$ cat src/rtl/nor_seq_pkg.sv
package nor_seq_pkg;

  localparam logic [2:0] OP_RESET   = 3'd0;
  localparam logic [2:0] OP_AUTOSEL = 3'd1;
  localparam logic [2:0] OP_READ    = 3'd2;
  localparam logic [2:0] OP_CFI     = 3'd3;
  localparam logic [2:0] OP_PROG    = 3'd4;
  localparam logic [2:0] OP_ERASE   = 3'd5;

  localparam logic [11:0] ADR_HI_KEY = 12'hAAA;
  localparam logic [11:0] ADR_LO_KEY = 12'h555;
  localparam logic [11:0] ADR_QUERY  = 12'h0AA;

  // One bus cycle of a command: write or read, fixed or target address,
  // fixed or host-supplied data.
  typedef struct packed {
    logic        wr;
    logic        tgt;
    logic [11:0] cmd_a;
    logic        own_d;
    logic [7:0]  cmd_d;
  } step_t;

  function automatic logic [2:0] step_count(input logic [2:0] op);
    case (op)
      OP_RESET:   return 3'd1;
      OP_AUTOSEL: return 3'd3;
      OP_READ:    return 3'd1;
      OP_CFI:     return 3'd1;
      OP_PROG:    return 3'd4;
      OP_ERASE:   return 3'd6;
      default:    return 3'd0;
    endcase
  endfunction

  function automatic logic needs_poll(input logic [2:0] op);
    return (op == OP_PROG) || (op == OP_ERASE);
  endfunction

  // Completion test on a poll read: DQ7 shows the true bit once done.
  function automatic logic poll_hit(input logic [2:0] op, input logic [7:0] q,
                                    input logic [7:0] wd);
    if (op == OP_PROG) return q[7] == wd[7];
    return q[7];
  endfunction

  function automatic step_t step_at(input logic [2:0] op, input logic [2:0] idx);
    step_t s;
    s = '{wr: 1'b1, tgt: 1'b0, cmd_a: 12'h000, own_d: 1'b0, cmd_d: 8'h00};
    case (op)
      OP_RESET: s.cmd_d = 8'hF0;
      OP_CFI: begin
        s.cmd_a = ADR_QUERY;
        s.cmd_d = 8'h98;
      end
      OP_READ: begin
        s.wr  = 1'b0;
        s.tgt = 1'b1;
      end
      default: begin
        case (idx)
          3'd0, 3'd3: begin
            s.cmd_a = ADR_HI_KEY;
            s.cmd_d = 8'hAA;
            if (idx == 3'd3 && op == OP_PROG) begin
              s.tgt   = 1'b1;
              s.own_d = 1'b1;
            end
          end
          3'd1, 3'd4: begin
            s.cmd_a = ADR_LO_KEY;
            s.cmd_d = 8'h55;
          end
          3'd2: begin
            s.cmd_a = ADR_HI_KEY;
            s.cmd_d = (op == OP_AUTOSEL) ? 8'h90 :
                      (op == OP_PROG)    ? 8'hA0 : 8'h80;
          end
          default: begin
            s.cmd_a = ADR_HI_KEY;
            s.cmd_d = 8'h10;
          end
        endcase
      end
    endcase
    return s;
  endfunction

endpackage

$ cat src/rtl/nor_bus_cycle.sv
module nor_bus_cycle #(
  parameter int AW       = 23,
  parameter int WE_PULSE = 3,
  parameter int OE_PULSE = 2
) (
  input  logic          clk,
  input  logic          rst_n,
  input  logic          start,
  input  logic          wr,
  input  logic [AW-1:0] addr,
  input  logic [7:0]    wdata,
  output logic          fin,
  output logic [7:0]    rdata,
  output logic [AW-1:0] fl_addr,
  output logic [7:0]    fl_dq_out,
  output logic          fl_dq_oe,
  input  logic [7:0]    fl_dq_in,
  output logic          fl_ce_n,
  output logic          fl_we_n,
  output logic          fl_oe_n
);
  localparam int LONGEST = (WE_PULSE > OE_PULSE) ? WE_PULSE : OE_PULSE;
  localparam int CW      = $clog2(LONGEST + 1);

  typedef enum logic [1:0] {C_IDLE, C_SETUP, C_STROBE, C_HOLD} cyc_e;

  cyc_e          st;
  logic [CW-1:0] cnt;
  logic          wr_q;
  logic [AW-1:0] a_q;
  logic [7:0]    d_q;

  logic [CW-1:0] span_last;
  logic          strobe_end;
  assign span_last  = wr_q ? CW'(WE_PULSE - 1) : CW'(OE_PULSE - 1);
  assign strobe_end = (st == C_STROBE) && (cnt == span_last);

  always_ff @(posedge clk) begin
    if (!rst_n) begin
      st    <= C_IDLE;
      cnt   <= '0;
      wr_q  <= 1'b0;
      a_q   <= '0;
      d_q   <= '0;
      fin   <= 1'b0;
      rdata <= '0;
    end else begin
      fin <= 1'b0;
      case (st)
        C_IDLE: if (start) begin
          wr_q <= wr;
          a_q  <= addr;
          d_q  <= wdata;
          st   <= C_SETUP;
        end
        C_SETUP: begin
          cnt <= '0;
          st  <= C_STROBE;
        end
        C_STROBE: begin
          cnt <= cnt + 1'b1;
          if (strobe_end) begin
            st <= C_HOLD;
            if (!wr_q) rdata <= fl_dq_in;
          end
        end
        default: begin
          st  <= C_IDLE;
          fin <= 1'b1;
        end
      endcase
    end
  end

  assign fl_addr   = a_q;
  assign fl_dq_out = d_q;
  assign fl_dq_oe  = wr_q && (st != C_IDLE);
  assign fl_ce_n   = (st == C_IDLE);
  assign fl_we_n   = !((st == C_STROBE) && wr_q);
  assign fl_oe_n   = !((st == C_STROBE) && !wr_q);


  strobe_excl_chk: assert property (@(posedge clk) disable iff (!rst_n)
    !(!fl_we_n && !fl_oe_n));

  addr_hold_chk: assert property (@(posedge clk) disable iff (!rst_n)
    (!fl_we_n && $past(!fl_we_n)) |-> ($stable(fl_addr) && $stable(fl_dq_out)));

  we_setup_chk: assert property (@(posedge clk) disable iff (!rst_n)
    $fell(fl_we_n) |-> $past(!fl_ce_n && fl_dq_oe));

  we_release_chk: assert property (@(posedge clk) disable iff (!rst_n)
    $rose(fl_we_n) |-> (!fl_ce_n && fl_dq_oe && $stable(fl_addr)));

  oe_bus_free_chk: assert property (@(posedge clk) disable iff (!rst_n)
    !fl_oe_n |-> !fl_dq_oe);
endmodule

$ cat src/rtl/nor_poll_timer.sv
module nor_poll_timer #(
  parameter int TW = 16
) (
  input  logic          clk,
  input  logic          rst_n,
  input  logic          clr,
  input  logic          bump,
  input  logic [TW-1:0] limit,
  output logic          expired
);
  logic [TW-1:0] used;

  // True when the poll read now finishing is the last one allowed.
  function automatic logic out_of_tries(input logic [TW-1:0] n, input logic [TW-1:0] lim);
    return ({1'b0, n} + (TW + 1)'(1)) >= {1'b0, lim};
  endfunction

  assign expired = out_of_tries(used, limit);

  always_ff @(posedge clk) begin
    if (!rst_n || clr) used <= '0;
    else if (bump)     used <= used + 1'b1;
  end
endmodule

$ cat src/rtl/nor_cmd_seq.sv
module nor_cmd_seq
  import nor_seq_pkg::*;
#(
  parameter int AW       = 23,
  parameter int TW       = 16,
  parameter int WE_PULSE = 3,
  parameter int OE_PULSE = 2
) (
  input  logic          clk,
  input  logic          rst_n,
  input  logic          req_valid,
  output logic          req_ready,
  input  logic [2:0]    req_op,
  input  logic [AW-1:0] req_addr,
  input  logic [7:0]    req_wdata,
  input  logic [TW-1:0] poll_limit,
  output logic          ack,
  output logic [7:0]    rsp_data,
  output logic          rsp_err,
  output logic [AW-1:0] fl_addr,
  output logic [7:0]    fl_dq_out,
  output logic          fl_dq_oe,
  input  logic [7:0]    fl_dq_in,
  output logic          fl_ce_n,
  output logic          fl_we_n,
  output logic          fl_oe_n
);
  typedef enum logic [1:0] {S_IDLE, S_ISSUE, S_WAIT, S_ACK} seq_e;

  seq_e          st;
  logic [2:0]    op_q;
  logic [AW-1:0] tgt_q;
  logic [7:0]    wd_q;
  logic [2:0]    idx_q;
  logic          polling_q;

  step_t         cur_step;
  logic [2:0]    step_total;
  logic          on_last;
  logic          cyc_start, cyc_fin, cyc_wr;
  logic [AW-1:0] cyc_addr;
  logic [7:0]    cyc_data, cyc_rdata;
  logic          poll_ok, poll_miss, tries_out;
  logic          take;

  assign take       = req_valid && req_ready;
  assign cur_step   = step_at(op_q, idx_q);
  assign step_total = step_count(op_q);
  assign on_last    = (idx_q == step_total - 3'd1);
  assign cyc_start  = (st == S_ISSUE);
  assign cyc_wr     = !polling_q && cur_step.wr;
  assign cyc_addr   = (polling_q || cur_step.tgt) ? tgt_q : AW'(cur_step.cmd_a);
  assign cyc_data   = cur_step.own_d ? wd_q : cur_step.cmd_d;
  assign poll_ok    = polling_q && cyc_fin && poll_hit(op_q, cyc_rdata, wd_q);
  assign poll_miss  = polling_q && cyc_fin && !poll_hit(op_q, cyc_rdata, wd_q);

  nor_bus_cycle #(.AW(AW), .WE_PULSE(WE_PULSE), .OE_PULSE(OE_PULSE)) u_cyc (
    .clk(clk), .rst_n(rst_n), .start(cyc_start), .wr(cyc_wr), .addr(cyc_addr),
    .wdata(cyc_data), .fin(cyc_fin), .rdata(cyc_rdata),
    .fl_addr(fl_addr), .fl_dq_out(fl_dq_out), .fl_dq_oe(fl_dq_oe),
    .fl_dq_in(fl_dq_in), .fl_ce_n(fl_ce_n), .fl_we_n(fl_we_n), .fl_oe_n(fl_oe_n)
  );

  nor_poll_timer #(.TW(TW)) u_tmr (
    .clk(clk), .rst_n(rst_n), .clr(st == S_IDLE), .bump(poll_miss),
    .limit(poll_limit), .expired(tries_out)
  );

  always_ff @(posedge clk) begin
    if (!rst_n) begin
      st        <= S_IDLE;
      op_q      <= '0;
      tgt_q     <= '0;
      wd_q      <= '0;
      idx_q     <= '0;
      polling_q <= 1'b0;
      rsp_data  <= '0;
      rsp_err   <= 1'b0;
    end else begin
      case (st)
        S_IDLE: if (take) begin
          op_q      <= req_op;
          tgt_q     <= req_addr;
          wd_q      <= req_wdata;
          idx_q     <= '0;
          polling_q <= 1'b0;
          rsp_data  <= '0;
          rsp_err   <= (step_count(req_op) == 3'd0);
          st        <= (step_count(req_op) == 3'd0) ? S_ACK : S_ISSUE;
        end
        S_ISSUE: st <= S_WAIT;
        S_WAIT: if (cyc_fin) begin
          if (!cyc_wr) rsp_data <= cyc_rdata;
          if (polling_q) begin
            if (poll_ok) st <= S_ACK;
            else if (tries_out) begin
              rsp_err <= 1'b1;
              st      <= S_ACK;
            end else st <= S_ISSUE;
          end else if (on_last) begin
            if (needs_poll(op_q)) begin
              polling_q <= 1'b1;
              st        <= S_ISSUE;
            end else st <= S_ACK;
          end else begin
            idx_q <= idx_q + 3'd1;
            st    <= S_ISSUE;
          end
        end
        default: st <= S_IDLE;
      endcase
    end
  end

  assign req_ready = (st == S_IDLE);
  assign ack       = (st == S_ACK);


  ack_pulse_chk: assert property (@(posedge clk) disable iff (!rst_n)
    ack |=> !ack);

  busy_ready_chk: assert property (@(posedge clk) disable iff (!rst_n)
    take |=> !req_ready);

  bad_op_chk: assert property (@(posedge clk) disable iff (!rst_n)
    (take && req_op >= 3'd6) |=> (ack && rsp_err));

  poll_read_only_chk: assert property (@(posedge clk) disable iff (!rst_n)
    (polling_q && !fl_ce_n) |-> fl_we_n);

  idle_quiet_chk: assert property (@(posedge clk) disable iff (!rst_n)
    req_ready |-> (fl_we_n && fl_oe_n));
endmodule

$ cat config.mk
export PLATFORM = sky130hd
export DESIGN_NAME = nor_cmd_seq
export DESIGN_NICKNAME = d
export VERILOG_FILES = /design/src/rtl/nor_seq_pkg.sv /design/src/rtl/nor_bus_cycle.sv /design/src/rtl/nor_poll_timer.sv /design/src/rtl/nor_cmd_seq.sv
export SDC_FILE = /design/constraint.sdc
export NUM_CORES = 1
export LEC_CHECK = 0
export ABC_AREA = 1
export CAP_MARGIN = 20
export CORE_MARGIN = 2
export CORE_UTILIZATION = 49
export CTS_BUF_LIST = sky130_fd_sc_hd__clkbuf_2 sky130_fd_sc_hd__clkbuf_4 sky130_fd_sc_hd__clkbuf_8
export CTS_CLUSTER_SIZE = 25
export DETAILED_ROUTE_END_ITERATION = 8
export PLACE_DENSITY = 0.79
export RECOVER_POWER = 50
export SETUP_SLACK_MARGIN = 0.15
export SLEW_MARGIN = 20
export SYNTH_ARGS = -nofsm -noshare
export SYNTH_HDL_FRONTEND = slang
export SYNTH_SLANG_ARGS = --single-unit
$ cat constraint.sdc
create_clock -name clk -period 4.4 [get_ports clk]
set_input_delay 1.32 -clock clk [delete_from_list [all_inputs] [get_ports clk]]
set_output_delay 1.32 -clock clk [all_outputs]
set_load 0.01 [all_outputs]
==> impl_metrics.yaml <==
outcome:
  run_status: "completed"
finish:
  multi_input_area_sq_mm: 0.002616
  antenna_cells: 0
  fill_cells: 962
  stdcell_area_sq_mm: 0.006661
  areaGrowthSynthToFinish_pct: 23.01
  nNetsFinal: 895
  layout-drive-gt1-share_pct: 8.487
  seqCellArea_sq_mm: 0.002202
  instances_no_fill: 953
drt:
  drt_wl_total_um: 12520
  ant_nets: 0
  drc: 0
  first_pass_iters: 7
  drt-vias-per-instance: 5.073
  vias: 4835
  drt-initial-drc-count: 248
  wire_per_inst_um: 13.14
setup_path:
  cp.required_ns: 4.67
  crit_arrival_ns: 3.44
  crit_buf_inv: 3
  crit-reg2reg-launch: "u_cyc.st[0]"
  critPathSlowestCell: "inv_1"
  cp.depth: 7
  path_max_fanout: 47
  r2r_end: "u_cyc.fl_addr[6]"
  critPathTopFamily: "buffers and inverters"
  start_kind: "flop"
  crit_start: "u_cyc.st[0]"
  end_kind: "flop"
  critPathKind: "flop to flop"
  critical_path.max_stage_delay_ns: 1.04
  path_cells: "inv_1, ha_1, nand2_1, inv_1, o21ai_0, o221ai_1, inv_1"
  reg2reg_slack_ns: 1.23
  critPathCapture: "u_cyc.fl_addr[6]"
  reg2reg_depth: 7
  path_common_cell: "inv_1"
place:
  pre_cts_ws_ns: 1.276
  place_inst: 937
  io_buffers: 106
  gp_routability_congestion: 0.8605
  place_hpwl_um: 9031
  dpl_cell_area_sq_mm: 0.006502
yosys:
  netlist.area_leader.share_pct: 40.67
  synthMuxAreaShare_pct: 0
  ys_top_cells_by_area: "dfxtp_1 (41%), o21ai_0 (7.6%), inv_1 (6.3%)"
  yosysUniqueCellTypes: 42
  synth_top_area_cell: "dfxtp_1"
  syn_nets: 805
  synth-xor-area-share_pct: 2.264
  async_flop_share_pct: 0
  synth-simple-area-share_pct: 21.79
  synthesis.area_sq_mm: 0.005415
  yosysWarningCount: 0
  synth_cells: 718
  synth-compound-area-share_pct: 18.85
  synthAdderAreaFrac_pct: 6.007
  synth_top_family_by_area: "simple AND/OR/NAND/NOR gates"
  seq_area_frac_synth_pct: 40.67
  ys_ff_latch: 110
  synth_edf_count: 0
  syn_area_per_cell_sq_um: 7.542
  synth_top_flop_cell: "dfxtp_1"
timing:
  timing.hold.ws_ns: 0.4632
  setup_ws_ns: 1.231
  rsz0062_at_grt: "no"
  setup-violations-final: 0
  min_period_over_period_pct: 72.02
  post-route-min-period_ns: 3.169
  tns_ns: 0
  max_freq_mhz: 315.6
  slew_violations: 0
  clock_skew_ns: 0.01169
  relSlewSlack_pct: 10.56
  hold_violations: 0
  worst_slew_pin_slew_ns: 1.340
floorplan:
  initial_core_util_pct: 50.17
  die_area_sq_mm: 0.01191
  rows: 38
  die_x_um: 109.1
  core-area_sq_mm: 0.01079
  io_pins: 107
  fp.dieH_um: 109.1
global_route:
  grt_max_degree: 77
  gr-total-overflow: 0
  antenna_found_initial: 0
  grt_use_total_pct: 21.71
  grt_pass1_vias: 4678
  grt_first_pass_wirelength_um: 20910
clock_network:
  cts-resized-gates: 0
  clock_path_buffers: 2
  path_clk_slew_ns: 0.10
  cts_num_sinks: 110
  cts_setup_buffers: 0
  cts_hold_buf: 0
  cts_made_buffers: 9
  ctsHtreeMaxLevel: 3
  cts_tree: "done"
  cts-root-buf: "clkbuf_8"
  clock_latency_ns: 0.37
worst_hold_path:
  hp-class: "flop to flop"
  hold_path_depth: 2
power_and_ir_drop:
  ir_drop_uv: 178.4
  power_density_mw_per_mm2: 356.3
  cellLeakagePower_nw: 2.881
job:
  cap_violations: 0
[routing by layer]
layer	wire [um]	track usage, %	vias to the layer above
li1	-	-	2495
met3	587	4.065	18
met1	5639	27.64	2208
met5	0	0	-
met2	6073	36.87	114
met4	221	7.234	0
[worst min path at each step]
stage                         start                end  slack [ns]
final                      tgt_q[0]           tgt_q[0]        0.46
after floorplan           tgt_q[11]          tgt_q[11]        0.43
after global placement     tgt_q[1]           tgt_q[1]        0.44
after detailed placement   tgt_q[9]           tgt_q[9]        0.45
after CTS                   wd_q[1]            wd_q[1]        0.47
after global routing      tgt_q[17]  u_cyc.fl_addr[17]        0.49
[power by group]
| group | internal, mW | switching [mW] | leakage [nW] |
|---|---|---|---|
| Clock | 0.232 | 0.359 | 0.0964 |
| Combinational | 0.269 | 0.349 | 1.89 |
| Sequential | 1.10 | 0.0638 | 0.898 |
[flip-flops by register name (all words and copies together) (netlist names), 2 cells and up]
name,flops
rsp_data,8
u_cyc.st,2
op_q,3
u_cyc.cnt,2
wd_q,8
u_tmr.used,16
st,2
u_cyc.fl_dq_out,8
u_cyc.rdata,8
u_cyc.fl_addr,23
idx_q,3
tgt_q,23
[final cells by class]
type	instances	share of cell area (%)
clock buffer	10	2.066
clock inverter	6	0.8264
inverter	107	6.086
multi-input combinational	472	39.27
sequential	110	33.06
tap	140	2.630
timing repair buffer	108	16.06
[synth_stat cells, types with 2 or more instances]
| library cell | n |
|---|---|
| buf_6 | 4 |
| o211ai_1 | 3 |
| xnor2_1 | 6 |
| nand2_2 | 13 |
| o21ai_2 | 2 |
| buf_2 | 10 |
| a21oi_1 | 68 |
| clkinv_1 | 2 |
| nor3_1 | 2 |
| a31oi_1 | 2 |
| nand3_1 | 28 |
| nor2_4 | 7 |
| nor2_2 | 14 |
| inv_2 | 12 |
| o21ai_0 | 82 |
| o21ai_1 | 6 |
| nor2_1 | 85 |
| xor2_1 | 8 |
| nor3_2 | 2 |
| nand2_1 | 87 |
| buf_4 | 2 |
| o221ai_1 | 13 |
| clkbuf_1 | 13 |
| nand3_2 | 3 |
| inv_1 | 91 |
| a21oi_2 | 2 |
| dfxtp_1 | 110 |
| nand2_4 | 2 |
| ha_1 | 26 |
[kinds of logic after synthesis]
kind of cell,count (synthesis)
xor+xnor,14
fa+ha+maj,26
flops,110
simple gates,248
compound gates,184
buf+inv,136
[per-stage QoR]
stage                     utilization (%)  power, mW
after floorplan                         -      1.579
after global placement              60.25      1.792
after detailed placement            60.25      1.817
after CTS                           62.03      2.403
after global routing                61.72      2.519
final                               61.72      2.373
[worst reg2reg max path: stages, from the launching register on]
cell and delay [ns]:
dfxtp_1 0.33, inv_1 0.09, ha_1 0.23, nand2_1 0.24
inv_1 1.04, o21ai_0 0.71, o221ai_1 0.36, inv_1 0.07
[placed cells by master, fill, tap and decap left out, types with 2 or more instances in the layout]
| cell type | synthesis | routed |
|---|---|---|
| nor3_2 | 2 | 2 |
| nand3_1 | 28 | 28 |
| a21oi_1 | 68 | 68 |
| clkbuf_8 | 0 | 10 |
| nand3_2 | 3 | 3 |
| o211ai_1 | 3 | 3 |
| clkdlybuf4s50_1 | 0 | 98 |
| buf_4 | 2 | 2 |
| nand2_2 | 13 | 10 |
| o21ai_0 | 82 | 86 |
| clkinv_2 | 1 | 2 |
| ha_1 | 26 | 26 |
| nand2_1 | 87 | 91 |
| nor3_1 | 2 | 2 |
| o21ai_1 | 6 | 4 |
| o221ai_1 | 13 | 13 |
| clkinv_1 | 2 | 2 |
| nor2_1 | 85 | 86 |
| dfxtp_1 | 110 | 110 |
| dlygate4sd3_1 | 0 | 7 |
| xnor2_1 | 6 | 6 |
| nor2_4 | 7 | 7 |
| xor2_1 | 8 | 8 |
| nor2_2 | 14 | 13 |
| inv_2 | 12 | 7 |
| a31oi_1 | 2 | 2 |
| inv_6 | 0 | 3 |
| inv_1 | 91 | 96 |
| a21oi_2 | 2 | 2 |
(Power assumes the default switching activity.)
